[config.mk]
export PLATFORM = sky130hd
export DESIGN_NAME = spi_burst_engine
export DESIGN_NICKNAME = d
export VERILOG_FILES = /design/src/rtl/spi_burst_pkg.sv /design/src/rtl/spi_tx_serializer.sv /design/src/rtl/spi_rx_deserializer.sv /design/src/rtl/spi_cs_drive.sv /design/src/rtl/spi_burst_engine.sv
export SDC_FILE = /design/constraint.sdc
export NUM_CORES = 1
export LEC_CHECK = 0
export BUFFER_PORTS_ARGS = -buffer_cell sky130_fd_sc_hd__buf_2
export CORE_MARGIN = 1
export CORE_UTILIZATION = 35
export CTS_CLUSTER_DIAMETER = 100
export CTS_CLUSTER_SIZE = 28
export DETAILED_ROUTE_END_ITERATION = 8
export PLACE_DENSITY = 0.63
export SLEW_MARGIN = 25
export SYNTH_ARGS = -nofsm -noshare
export SYNTH_HDL_FRONTEND = slang
export SYNTH_SLANG_ARGS = --single-unit
[constraint.sdc]
create_clock -name clk -period 7.9 [get_ports clk]
set_clock_uncertainty 0.1 [all_clocks]
set_input_delay 0.79 -clock clk [delete_from_list [all_inputs] [get_ports clk]]
set_output_delay 0.79 -clock clk [all_outputs]
set_load 0.005 [all_outputs]
[src/rtl/spi_burst_pkg.sv]
package spi_burst_pkg;
  localparam int WORD_W = 8;
  localparam int HALF_W = $clog2(2 * WORD_W);

  typedef enum logic [1:0] {
    ST_IDLE = 2'd0,
    ST_LEAD = 2'd1,
    ST_RUN  = 2'd2,
    ST_TAIL = 2'd3
  } eng_state_t;
endpackage

[src/rtl/spi_tx_serializer.sv]
module spi_tx_serializer
  import spi_burst_pkg::*;
(
  input  logic              clk,
  input  logic              rst,
  input  logic              load,
  input  logic [WORD_W-1:0] load_word,
  input  logic              emit,
  input  logic              lsb_first,
  output logic              mosi
);
  logic [WORD_W-1:0] sh_q;
  logic [WORD_W-1:0] src;

  assign src = load ? load_word : sh_q;

  always_ff @(posedge clk) begin
    if (rst) begin
      sh_q <= '0;
      mosi <= 1'b0;
    end else if (emit) begin
      if (lsb_first) begin
        mosi <= src[0];
        sh_q <= {1'b0, src[WORD_W-1:1]};
      end else begin
        mosi <= src[WORD_W-1];
        sh_q <= {src[WORD_W-2:0], 1'b0};
      end
    end else if (load) begin
      sh_q <= load_word;
    end
  end
endmodule

[src/rtl/spi_rx_deserializer.sv]
module spi_rx_deserializer
  import spi_burst_pkg::*;
(
  input  logic              clk,
  input  logic              rst,
  input  logic              sample,
  input  logic              last_bit,
  input  logic              lsb_first,
  input  logic              drop_rx,
  input  logic              miso,
  output logic              rx_push,
  output logic [WORD_W-1:0] rx_data
);
  logic [WORD_W-1:0] sh_q;
  logic [WORD_W-1:0] sh_nx;

  assign sh_nx = lsb_first ? {miso, sh_q[WORD_W-1:1]} : {sh_q[WORD_W-2:0], miso};

  always_ff @(posedge clk) begin
    if (rst) begin
      sh_q    <= '0;
      rx_push <= 1'b0;
      rx_data <= '0;
    end else begin
      rx_push <= 1'b0;
      if (sample) begin
        sh_q <= sh_nx;
        if (last_bit) begin
          rx_data <= sh_nx;
          rx_push <= !drop_rx;
        end
      end
    end
  end

  a_r7_no_push_when_dropping: assert property (@(posedge clk) disable iff (rst)
    rx_push |-> !$past(drop_rx));
endmodule

[src/rtl/spi_cs_drive.sv]
module spi_cs_drive #(
  parameter int NUM_CS = 4,
  localparam int SEL_W = (NUM_CS > 1) ? $clog2(NUM_CS) : 1
) (
  input  logic              clk,
  input  logic              rst,
  input  logic              active,
  input  logic              manual,
  input  logic              level,
  input  logic              active_low,
  input  logic [SEL_W-1:0]  sel,
  output logic [NUM_CS-1:0] cs_out
);
  always_ff @(posedge clk) begin
    if (rst) begin
      cs_out <= '1;
    end else begin
      for (int i = 0; i < NUM_CS; i++) begin
        if (SEL_W'(i) == sel)
          cs_out[i] <= manual ? level : (active ? !active_low : active_low);
        else
          cs_out[i] <= active_low;
      end
    end
  end

  a_r9_manual_follows_level: assert property (@(posedge clk) disable iff (rst)
    ($past(manual) && !$past(rst)) |-> cs_out[$past(sel)] == $past(level));
endmodule

[src/rtl/spi_burst_engine.sv]
module spi_burst_engine
  import spi_burst_pkg::*;
#(
  parameter int CNT_W  = 8,
  parameter int NUM_CS = 4
) (
  input  logic                      clk,
  input  logic                      rst,
  input  logic                      en,
  input  logic                      master_mode,
  input  logic                      cpol,
  input  logic                      cpha,
  input  logic                      lsb_first,
  input  logic                      drop_rx,
  input  logic                      cs_manual,
  input  logic                      cs_level,
  input  logic                      cs_active_low,
  input  logic [$clog2(NUM_CS)-1:0] cs_sel,
  input  logic                      start,
  input  logic [CNT_W-1:0]          burst_len,
  input  logic [CNT_W-1:0]          tx_len,
  input  logic                      sclk_tick,
  input  logic                      tx_empty,
  input  logic [WORD_W-1:0]         tx_data,
  output logic                      tx_pop,
  output logic                      rx_push,
  output logic [WORD_W-1:0]         rx_data,
  input  logic                      miso,
  output logic                      sclk,
  output logic                      mosi,
  output logic [NUM_CS-1:0]         cs_out,
  output logic                      busy,
  output logic                      done
);
  localparam logic [HALF_W-1:0] HALF_LAST = HALF_W'(2 * WORD_W - 1);
  localparam logic [HALF_W-1:0] HALF_PREV = HALF_W'(2 * WORD_W - 2);

  eng_state_t        st;
  logic [HALF_W-1:0] half;
  logic [CNT_W-1:0]  bcnt;
  logic              sclk_r;

  logic go, edge_lead, edge_trail, word_end, last_word, next_load;
  logic [CNT_W-1:0]  next_idx;
  logic [WORD_W-1:0] load_word;
  logic emit, sample, last_sample;

  assign go         = start && en && master_mode && (st == ST_IDLE) && (burst_len != '0);
  assign edge_lead  = (st == ST_RUN) && sclk_tick && !half[0];
  assign edge_trail = (st == ST_RUN) && sclk_tick && half[0];
  assign word_end   = edge_trail && (half == HALF_LAST);
  assign last_word  = (bcnt == burst_len - CNT_W'(1));
  assign next_load  = go || (word_end && !last_word);
  assign next_idx   = go ? '0 : bcnt + CNT_W'(1);
  assign tx_pop     = next_load && (next_idx < tx_len) && !tx_empty;
  assign load_word  = tx_pop ? tx_data : '0;

  assign emit        = cpha ? edge_lead : (next_load || (edge_trail && half != HALF_LAST));
  assign sample      = cpha ? edge_trail : edge_lead;
  assign last_sample = cpha ? (half == HALF_LAST) : (half == HALF_PREV);

  always_ff @(posedge clk) begin
    if (rst) begin
      st     <= ST_IDLE;
      half   <= '0;
      bcnt   <= '0;
      sclk_r <= 1'b0;
      done   <= 1'b0;
    end else begin
      done <= 1'b0;
      if (!en) begin
        st     <= ST_IDLE;
        sclk_r <= cpol;
      end else begin
        unique case (st)
          ST_IDLE: begin
            sclk_r <= cpol;
            if (go) begin
              st   <= ST_LEAD;
              bcnt <= '0;
              half <= '0;
            end
          end
          ST_LEAD: if (sclk_tick) st <= ST_RUN;
          ST_RUN: if (sclk_tick) begin
            sclk_r <= half[0] ? cpol : !cpol;
            half   <= half + HALF_W'(1);
            if (half == HALF_LAST) begin
              if (last_word) st <= ST_TAIL;
              else           bcnt <= bcnt + CNT_W'(1);
            end
          end
          ST_TAIL: if (sclk_tick) begin
            st   <= ST_IDLE;
            done <= 1'b1;
          end
          default: st <= ST_IDLE;
        endcase
      end
    end
  end

  assign sclk = sclk_r;
  assign busy = (st != ST_IDLE);

  spi_tx_serializer u_tx (
    .clk(clk), .rst(rst), .load(next_load), .load_word(load_word),
    .emit(emit), .lsb_first(lsb_first), .mosi(mosi)
  );

  spi_rx_deserializer u_rx (
    .clk(clk), .rst(rst), .sample(sample), .last_bit(last_sample),
    .lsb_first(lsb_first), .drop_rx(drop_rx), .miso(miso),
    .rx_push(rx_push), .rx_data(rx_data)
  );

  spi_cs_drive #(.NUM_CS(NUM_CS)) u_cs (
    .clk(clk), .rst(rst), .active(busy), .manual(cs_manual), .level(cs_level),
    .active_low(cs_active_low), .sel(cs_sel), .cs_out(cs_out)
  );

  // completion is a single cycle
  a_r10_done_single: assert property (@(posedge clk) disable iff (rst)
    done |=> !done);
  // completion coincides with the end of busy
  a_r10_done_ends_busy: assert property (@(posedge clk) disable iff (rst)
    done |-> ($past(busy) && !busy));
  // clock rests at polarity level while idle
  a_r2_sclk_rests: assert property (@(posedge clk) disable iff (rst)
    (!busy && $past(!busy) && !$past(rst)) |-> (sclk == $past(cpol)));
  // selected line active whenever the clock is off its rest level
  a_r8_cs_on_edges: assert property (@(posedge clk) disable iff (rst)
    (busy && !cs_manual && $stable(cs_sel) && (sclk != cpol)) |-> (cs_out[cs_sel] == !cs_active_low));
endmodule

==> Word-level counts from Yosys, hierarchy flattened <==
Cells that the tools add are included.
{ "totals": {"regBits": 46, "out_inout_bits": 18, "elab_cells": 107} }
{ "op_classes": {"add_sub_neg": 3, "magnitude_cmp": 1, "eq_ne": 19, "mux": 36, "n_bitwise": 4, "reduce_logical": 33} }
{ "op_table": {"columns": ["cell", "n"], "rows": [
  ["$mux 8", 10],
  ["$pmux 8 s2", 1],
  ["$mux 1", 14],
  ["$logic_and 1x1->1", 12],
  ["$mux 2", 6],
  ["$ne 2x2->1 const B", 6],
  ["$reduce_and 6->1", 2],
  ["$add 8x1->8 const B", 1],
  ["$eq 4x4->1 const B", 2],
  ["$eq 8x8->1", 1],
  ["$lt 8x8->1", 1],
  ["$mux 4", 2],
  ["$pmux 2 s4", 1],
  ["$pmux 4 s2", 1],
  ["$reduce_bool 8->1", 1],
  ["$sub 8x1->8 const B", 1],
  ["$logic_not 1->1", 6],
  ["$reduce_or 3->1", 2],
  ["$add 4x1->4 const B", 1],
  ["$eq 2x2->1 const A", 2],
  ["$eq 2x2->1 const B", 2],
  ["$logic_not 2->1", 2],
  ["$ne 4x4->1 const B", 1],
  ["$not 1->1", 4],
  ["11 further kinds", 14]
]} }

==> Depth between registers and ports, before layout <==
Gate-level depths: netlist (run 1).
{ "depth": {"ltp_word": 12, "mapped_depth": 15, "mapped_depth_nobuf": 14} }

==> Hierarchy <==
Synthesis (run 1) repeated with hierarchy kept, for this count alone.
{ "unflattened": {"cells_unflattened": 369, "area_unflattened_um2": 3099.2} }
{ "modules_own_cells": {"columns": ["mod", "n_inst", "cells_per_inst", "area_per_inst_um2", "seq_area_each_um2"], "rows": [
  ["spi_burst_engine", 1, 237, 1719.1, 320.3],
  ["spi_rx_deserializer", 1, 67, 735.7, 340.3],
  ["spi_tx_serializer", 1, 45, 454.2, 180.2],
  ["spi_cs_drive", 1, 20, 190.2, 80.1]
]} }

==> Worst setup path before layout (run 1) <==
No wires, ideal clock.
{ "synth_path": {"path_type": "in2out", "from": "input burst_len[2]", "to": "output tx_pop", "arrival_ps": 2845, "required_time_ps": 7010, "slack_ps": 4165, "path_stages": 10, "path_buffers": 1, "cell_sequence": "nor4_4 > a41oi_1 > buf_2 > nor2_1 > ha_1 > a21o_1 > a21oi_1 > nor2b_1 > a211oi_2 > and2_1"} }
{ "synth_between": {"elab_chain_cells": 7, "word_cells_on_any_way": 11} }
{ "synth_rtl": {"columns": ["item", "line", "rtl"], "rows": [
  ["from (decl)", "spi_burst_engine.sv:20", "input logic [CNT_W-1:0] burst_len,"],
  ["$sub 8x1->8", "spi_burst_engine.sv:52", "assign last_word = (bcnt == burst_len - CNT_W'(1));"],
  ["$eq 8x8->1", "spi_burst_engine.sv:52", null],
  ["$logic_not 1->1", "spi_burst_engine.sv:53", "assign next_load = go || (word_end && !last_word);"],
  ["$logic_and 1x1->1", "spi_burst_engine.sv:53", null],
  ["$logic_or 1x1->1", "spi_burst_engine.sv:53", null],
  ["$logic_and 1x1->1 (*) (2 in a row)", "spi_burst_engine.sv:55", "assign tx_pop = next_load && (next_idx < tx_len) && !tx_empty;"],
  ["to (decl)", "spi_burst_engine.sv:25", "output logic tx_pop,"]
]} }
Mark *: on every way between the ends. The rest lies on a longest branch, timed or not.

==> Worst setup path after layout (run 1) <==
Same ends and word-level chain as after synthesis.

==> flow_summary.ini, run 1 <==
[floorplanning]
core_area_um2 = 8180
floorplan.initialDensity = 0.361
x_dimension_of_the_die_um = 93.8
fp.dieArea_um2 = 8790
die_y_um = 93.8
rows = 33
boundaryPins = 59

[placement]
numPortBuffers = 58
gp_routability_congestion = 0.830
place_hpwl_mm = 5.30
placedInstanceArea_um2 = 3320

[sta]
rsz0062_at_grt = false
max_freq_ghz = 0.227
final.setup.tns_ns = 0
max-slew-margin-rel = 0.388
report.final.hold_viol_count = 0
final.period_utilization = 0.557
period_minus_slack_ns = 4.40
holdWs_ns = 0.401
worst-slew-pin-transition_ns = 0.914
setup_viol_count_final = 0
slew_limit_fails = 0

[critical_path]
cp_slowest_stage_delay_ns = 0.58
critical_path_class = in -> out
maximum_net_fanout_on_the_critical_path = 12
cp-start-kind = input pin
timing.rr.start = st[0]
critical-path-slowest-cell = a211oi_2
cell_chain_critical_path = buf_2 > nor4_4 > a41oi_2 > nor2_1 > ha_1 > a21o_1 > a21oi_1 > nor2b_1 > a211oi_2 > and2_1 > buf_2
critPathMostFrequentCell = buf_2
cp_endpoint_kind = output pin
worst-endpoint-arrival_ns = 3.51
reg2reg_capture_point = u_tx.sh_q[1]
worst-endpoint-required_ns = 7.01
reg2regPathDepth = 13
ff2ff_setup_slack_ns = 4.21

[detailed_routing]
antenna_violating_nets_post_route = 0
route.detailed.wl_per_inst_um = 13.5
dr.pass1.iters = 4
detail_route.wirelength_mm = 6.88
via_per_inst = 5.26
vias = 2677
drt-initial-drc-count = 113
drc_errors = 0

[power_and_ir_drop]
power.net_switching_mw = 0.122
switching_share = 0.256
total_leakage_power_nw = 1.45
seq_power_share = 0.496
power_density_nw_per_um2 = 138
vdd.ir_drop.worst_uv = 71.8
power_report.internal_total_mw = 0.354
power_frac_clock = 0.377
comb_power_share = 0.127
report.power.total_mw = 0.476

[synth]
syn-cell-area_um2 = 2950
ys_async_sr_fraction = 0
synth_top_cells_by_area = dfxtp_1 (31%), ha_1 (7.2%), nor2_1 (6.0%), a211oi_1 (5.1%), mux2i_1 (4.4%)
ys_ff_latch = 46
synth.lib_cells_used.distinct = 59
top_post_synthesis_cells_by_count = nor2_1 (47), dfxtp_1 (46), inv_1 (24)
synth_enable_flop_cells = 0
yosys.cell_count.top_type = nor2_1
cell_taking_the_most_area_after_synthesis = dfxtp_1
yosys_warnings = 0
synth.top_cell.area_share = 0.312
postSynthAreaPerCell_um2 = 8.37
syn-num-nets = 410
synth_flop_cell = dfxtp_1
syn_inst = 352
synth.yosys.seq_area_share = 0.312

[layout]
num-nets-final = 461
fill_cells = 841
final_core_util = 0.420
syn_to_final_growth_pct = 16.6
multi_input_comb_area_um2 = 1880
final_layout_size_suffix_gt1_frac = 0.203
ff_latch_area_um2 = 921
num_antenna_cells = 0
finalInstanceArea_um2 = 3440

[grt]
grt_overflow_total = 0
first_global_vias = 2608
grt_antenna_before_repair = 0
maximum_number_of_pins_on_one_net_before_global_route_repair = 51
global_route_wire_length_before_repair_mm = 11.5
global_route.usage.total = 0.164

[flow_run]
count_of_maximum_capacitance_violations = 0

[hold_path]
worst_hold_path.num_cells = 2
hold_path_end = u_rx.rx_data[5]
hp-start = u_rx.rx_data[5]
worst_hold_path_type = reg -> reg

[clock_tree]
clock-root-buffer = clkbuf_8
cts_buffers = 5
clock_insertion_delay_worst_skew_ns = 0.30
htree_levels = 2
buffers_inserted_by_post_cts_timing_repair = 0
path_clk_slew_ns = 0.09
cts_repair_resize_count = 0
post_cts_hold_buffer_count = 0
clkSinkCount = 46
cts.path.max_buffers = 2
tritoncts_clock_tree = yes

[run_status]
run_status = finished, final reports clean
[power groups by stage]
stage                     Sequential [mW]  Clock (mW)  Combinational, mW
after global placement              0.241           0             0.0595
after floorplan                     0.241           0             0.0361
after global routing                0.236       0.194             0.0676
after detailed placement            0.241           0             0.0605
after CTS                           0.236       0.185             0.0607
final                               0.236       0.180             0.0606
[sequential cells by signal (all words and copies together) (netlist names)]
register / count
u_tx.sh_q: 8
done: 1
st: 2
u_rx.sh_q: 8
bcnt: 8
u_rx.rx_data: 8
sclk: 1
u_cs.cs_out: 4
u_tx.mosi: 1
u_rx.rx_push: 1
half: 4
[through the flow]
| stage | std cells | worst slack, ns |
|---|---|---|
| 2_1_floorplan | 352 | 4.16 |
| 3_3_place_gp | 501 | 3.41 |
| 3_5_place_dp | 501 | 3.30 |
| 4_1_cts | 509 | 3.27 |
| 5_1_grt | 509 | 3.25 |
| 6_report | 509 | 3.50 |
[cell type report]
| class | count | share of cell area |
|---|---|---|
| Multi-Input combinational cell | 267 | 0.548 |
| Sequential cell | 46 | 0.268 |
| Timing Repair Buffer | 59 | 0.0866 |
| Tap cell | 105 | 0.0382 |
| Inverter | 24 | 0.0262 |
| Clock buffer | 5 | 0.0200 |
| Clock inverter | 3 | 0.0127 |
[how the worst max path moves through the flow]
stage	slack [ns]	endpoint	start
floorplan	4.16	tx_pop	burst_len[2]
global placement	3.41	tx_pop	burst_len[0]
detailed placement	3.30	tx_pop	burst_len[0]
CTS	3.27	tx_pop	st[0]
global route	3.25	tx_pop	burst_len[2]
finish	3.50	tx_pop	burst_len[2]
[critical path: cells and delay by family]
family / cells / cell delay, ns
adder cells (fa/ha/maj): 1 / 0.26
AND/OR/NAND/NOR: 4 / 0.93
buffers and inverters: 2 / 0.25
AO/OA/AOI/OAI: 4 / 1.27
[layout by cell type (no fill, tap or decap), drive strengths merged, types with 2 or more instances in the layout]
| master | n |
|---|---|
| a21oi | 14 |
| and2 | 3 |
| mux2i | 13 |
| nor4 | 2 |
| a21o | 2 |
| o31ai | 5 |
| nand3b | 3 |
| nor3b | 4 |
| nand2 | 14 |
| or2 | 2 |
| o21ai | 11 |
| nand3 | 14 |
| a31oi | 5 |
| a31o | 3 |
| dfxtp | 46 |
| a211oi | 21 |
| nand2b | 2 |
| a211o | 2 |
| xnor2 | 11 |
| nor3 | 3 |
| clkbuf | 5 |
| inv | 25 |
| ha | 17 |
| nor2b | 9 |
| o21bai | 3 |
| nand4 | 4 |
| or3 | 4 |
| and3 | 9 |
| o211ai | 3 |
| xor2 | 10 |
| o221ai | 7 |
| nor2 | 47 |
| or4 | 4 |
| buf | 59 |
| o31a | 2 |
| mux2 | 2 |
| a41oi | 2 |
[logic make-up after synthesis]
group | share of synthesized area
buffers and inverters | 0.0531
and+or+nand+nor | 0.224
muxes | 0.0531
DFF | 0.312
xor gates and xnor gates | 0.0624
adders and majority gates | 0.0722
AOI/OAI and AO/OA | 0.223
[per-layer routing]
metal / routed length [µm] / up-vias / GRT usage
met5: 0 / - / 0
met4: 42 / 0 / 0.0269
met3: 324 / 7 / 0.0396
met2: 3380 / 39 / 0.298
met1: 3130 / 1254 / 0.197
li1: - / 1377 / -
No activity file was read; power rests on OpenSTA's default activity.
==> run 2, diff against run 1 <==
PLACE_DENSITY = 0.65   (was 0.63)
clock period = 3.75 ns   (was 7.9 ns; I/O delays follow)
==> run 2 against run 1 <==
  * Count of clock-buffer cells in the layout unchanged
  * Sequential share of layout area down 0.14 points
  * Combinational power up 120%
  * Clock power up 84%
  * Utilization up 0.21 points
  * Global-route usage up 0.42 points
  * Cell count up 0.59%
  * Setup slack worse by 3.2 ns
  * Critical path depth up 2
  * Sequential power up 110%
  * Total power up 100%
==> flow_summary.ini, run 2 (synthesis gave the netlist of run 1 again) <==
[run_status]
run_status = finished, final reports clean

[sta]
rsz0062_at_grt = false
setup_viol_count_final = 0
period_minus_slack_ns = 3.48
max_freq_ghz = 0.287
holdWs_ns = 0.105
max-slew-margin-rel = 0.386
final.setup.tns_ns = 0
timing.final.ws_setup_ns = 0.268
slew_limit_fails = 0
final.period_utilization = 0.929
report.final.hold_viol_count = 0
worst-slew-pin-transition_ns = 0.918

[detailed_routing]
detail_route.wirelength_mm = 7.02
vias = 2708
via_per_inst = 5.29
drc_errors = 0
route.detailed.wl_per_inst_um = 13.7
drt-initial-drc-count = 106
dr.pass1.iters = 4
antenna_violating_nets_post_route = 0

[power_and_ir_drop]
vdd.ir_drop.worst_uv = 131
total_leakage_power_nw = 1.45
power_density_nw_per_um2 = 277

[hold_path]
worst_hold_path_type = in -> reg
worst_hold_path.num_cells = 2

[placement]
post-place-ws_ns = 0.251
numPortBuffers = 58
placedInstanceArea_um2 = 3330
gp_routability_congestion = 0.786
place_hpwl_mm = 5.21

[layout]
num-nets-final = 464
finalInstanceArea_um2 = 3450
num_antenna_cells = 0
final_cell_mix = buf_2 (58), nor2_1 (47), dfxtp_1 (46)
layout.cells.most_common = buf_2
final_layout_size_suffix_gt1_frac = 0.209
syn_to_final_growth_pct = 17.2

[grt]
grt_antenna_before_repair = 0
first_global_vias = 2631
global_route.usage.total = 0.168
global_route_wire_length_before_repair_mm = 11.8
grt_overflow_total = 0
maximum_number_of_pins_on_one_net_before_global_route_repair = 51

[clock_tree]
tritoncts_clock_tree = yes
cts.path.max_buffers = 2
htree_levels = 2
path_clk_slew_ns = 0.10
clock_insertion_delay_worst_skew_ns = 0.31
cts_buffers = 5
post_cts_hold_buffer_count = 0
clock-root-buffer = clkbuf_8
clkSinkCount = 46

[critical_path]
critical_path_class = reg -> out
reg2regPathDepth = 15
reg2reg_capture_point = u_tx.sh_q[7]
timing.rr.start = st[1]
maximum_net_fanout_on_the_critical_path = 9
ff2ff_setup_slack_ns = 0.51
crit_path_start = st[1]
cp_endpoint_kind = output pin
setup.worst_path.end = tx_pop
worst-endpoint-required_ns = 3.27
worst-endpoint-arrival_ns = 3.01
cp-start-kind = flop

[flow_run]
count_of_maximum_capacitance_violations = 0

[floorplanning]
fp.dieArea_um2 = 8790
floorplan.initialDensity = 0.361
die_y_um = 93.8
x_dimension_of_the_die_um = 93.8
core_area_um2 = 8180
boundaryPins = 59
rows = 33
## run 2: cell count changes in the layout (fill, tap and decap cells not counted)
| cell | previous run | this run |
|---|---|---|
| a41oi_2 | 2 | 1 |
| a41oi_4 | 0 | 1 |
| clkinv_2 | 1 | 0 |
| inv_8 | 0 | 1 |
| bufinv_16 | 1 | 0 |
| buf_4 | 1 | 4 |
| clkinvlp_4 | 0 | 1 |
## run 2: metrics by stage
stage	utilization	instances	power [mW]
2_1_floorplan	-	352	0.585
3_3_place_gp	0.408	503	0.634
3_5_place_dp	0.408	503	0.636
4_1_cts	0.420	511	0.968
5_1_grt	0.423	512	1.01
6_report	0.423	512	0.959
## run 2: area by class of cell
cell class,count,area [µm²]
fill,848,4720
multi-input combinational,267,1900
sequential,46,921
timing repair buffer,62,320
tap,105,131
inverter,24,90.1
clock buffer,5,68.8
clock inverter,3,27.5
## run 2: worst min-delay path by stage
stage	startpoint	endpoint
global placement	u_rx.rx_data[4]	u_rx.rx_data[4]
global route	drop_rx	u_rx.rx_push
finish	drop_rx	u_rx.rx_push
detailed placement	u_rx.rx_data[6]	u_rx.rx_data[6]
floorplan	drop_rx	u_rx.rx_push
CTS	drop_rx	u_rx.rx_push
## run 2: what timing repair did
item / CTS / global route
resized for setup: 1 / 1
buffers inserted: 0 / 1
setup endpoints to repair: 1 / 1
## run 2: power breakdown
group | internal (mW) | switching, mW | total [mW]
logic | 0.0539 | 0.0771 | 0.131
clock network | 0.138 | 0.192 | 0.331
registers | 0.495 | 0.00205 | 0.497
total | 0.687 | 0.272 | 0.959
## run 2: worst max-delay path, cell delays in order (launching register included)
cell and delay [ns]:
dfxtp_1 0.35, inv_1 0.12, ha_1 0.26, nand4_1 0.23, a41oi_4 0.30, nor2_1 0.08, ha_1 0.30, a21o_1 0.19
a21oi_1 0.15, o21ai_0 0.12, a211oi_2 0.15, buf_4 0.20, and2_1 0.14, buf_2 0.11
## run 2: routing by layer
metal,share of wire,wire length (µm),GRT usage
met5,0,0,0
met3,0.044,311,0.0356
met4,0.014,101,0.0513
met2,0.48,3380,0.291
met1,0.46,3230,0.208
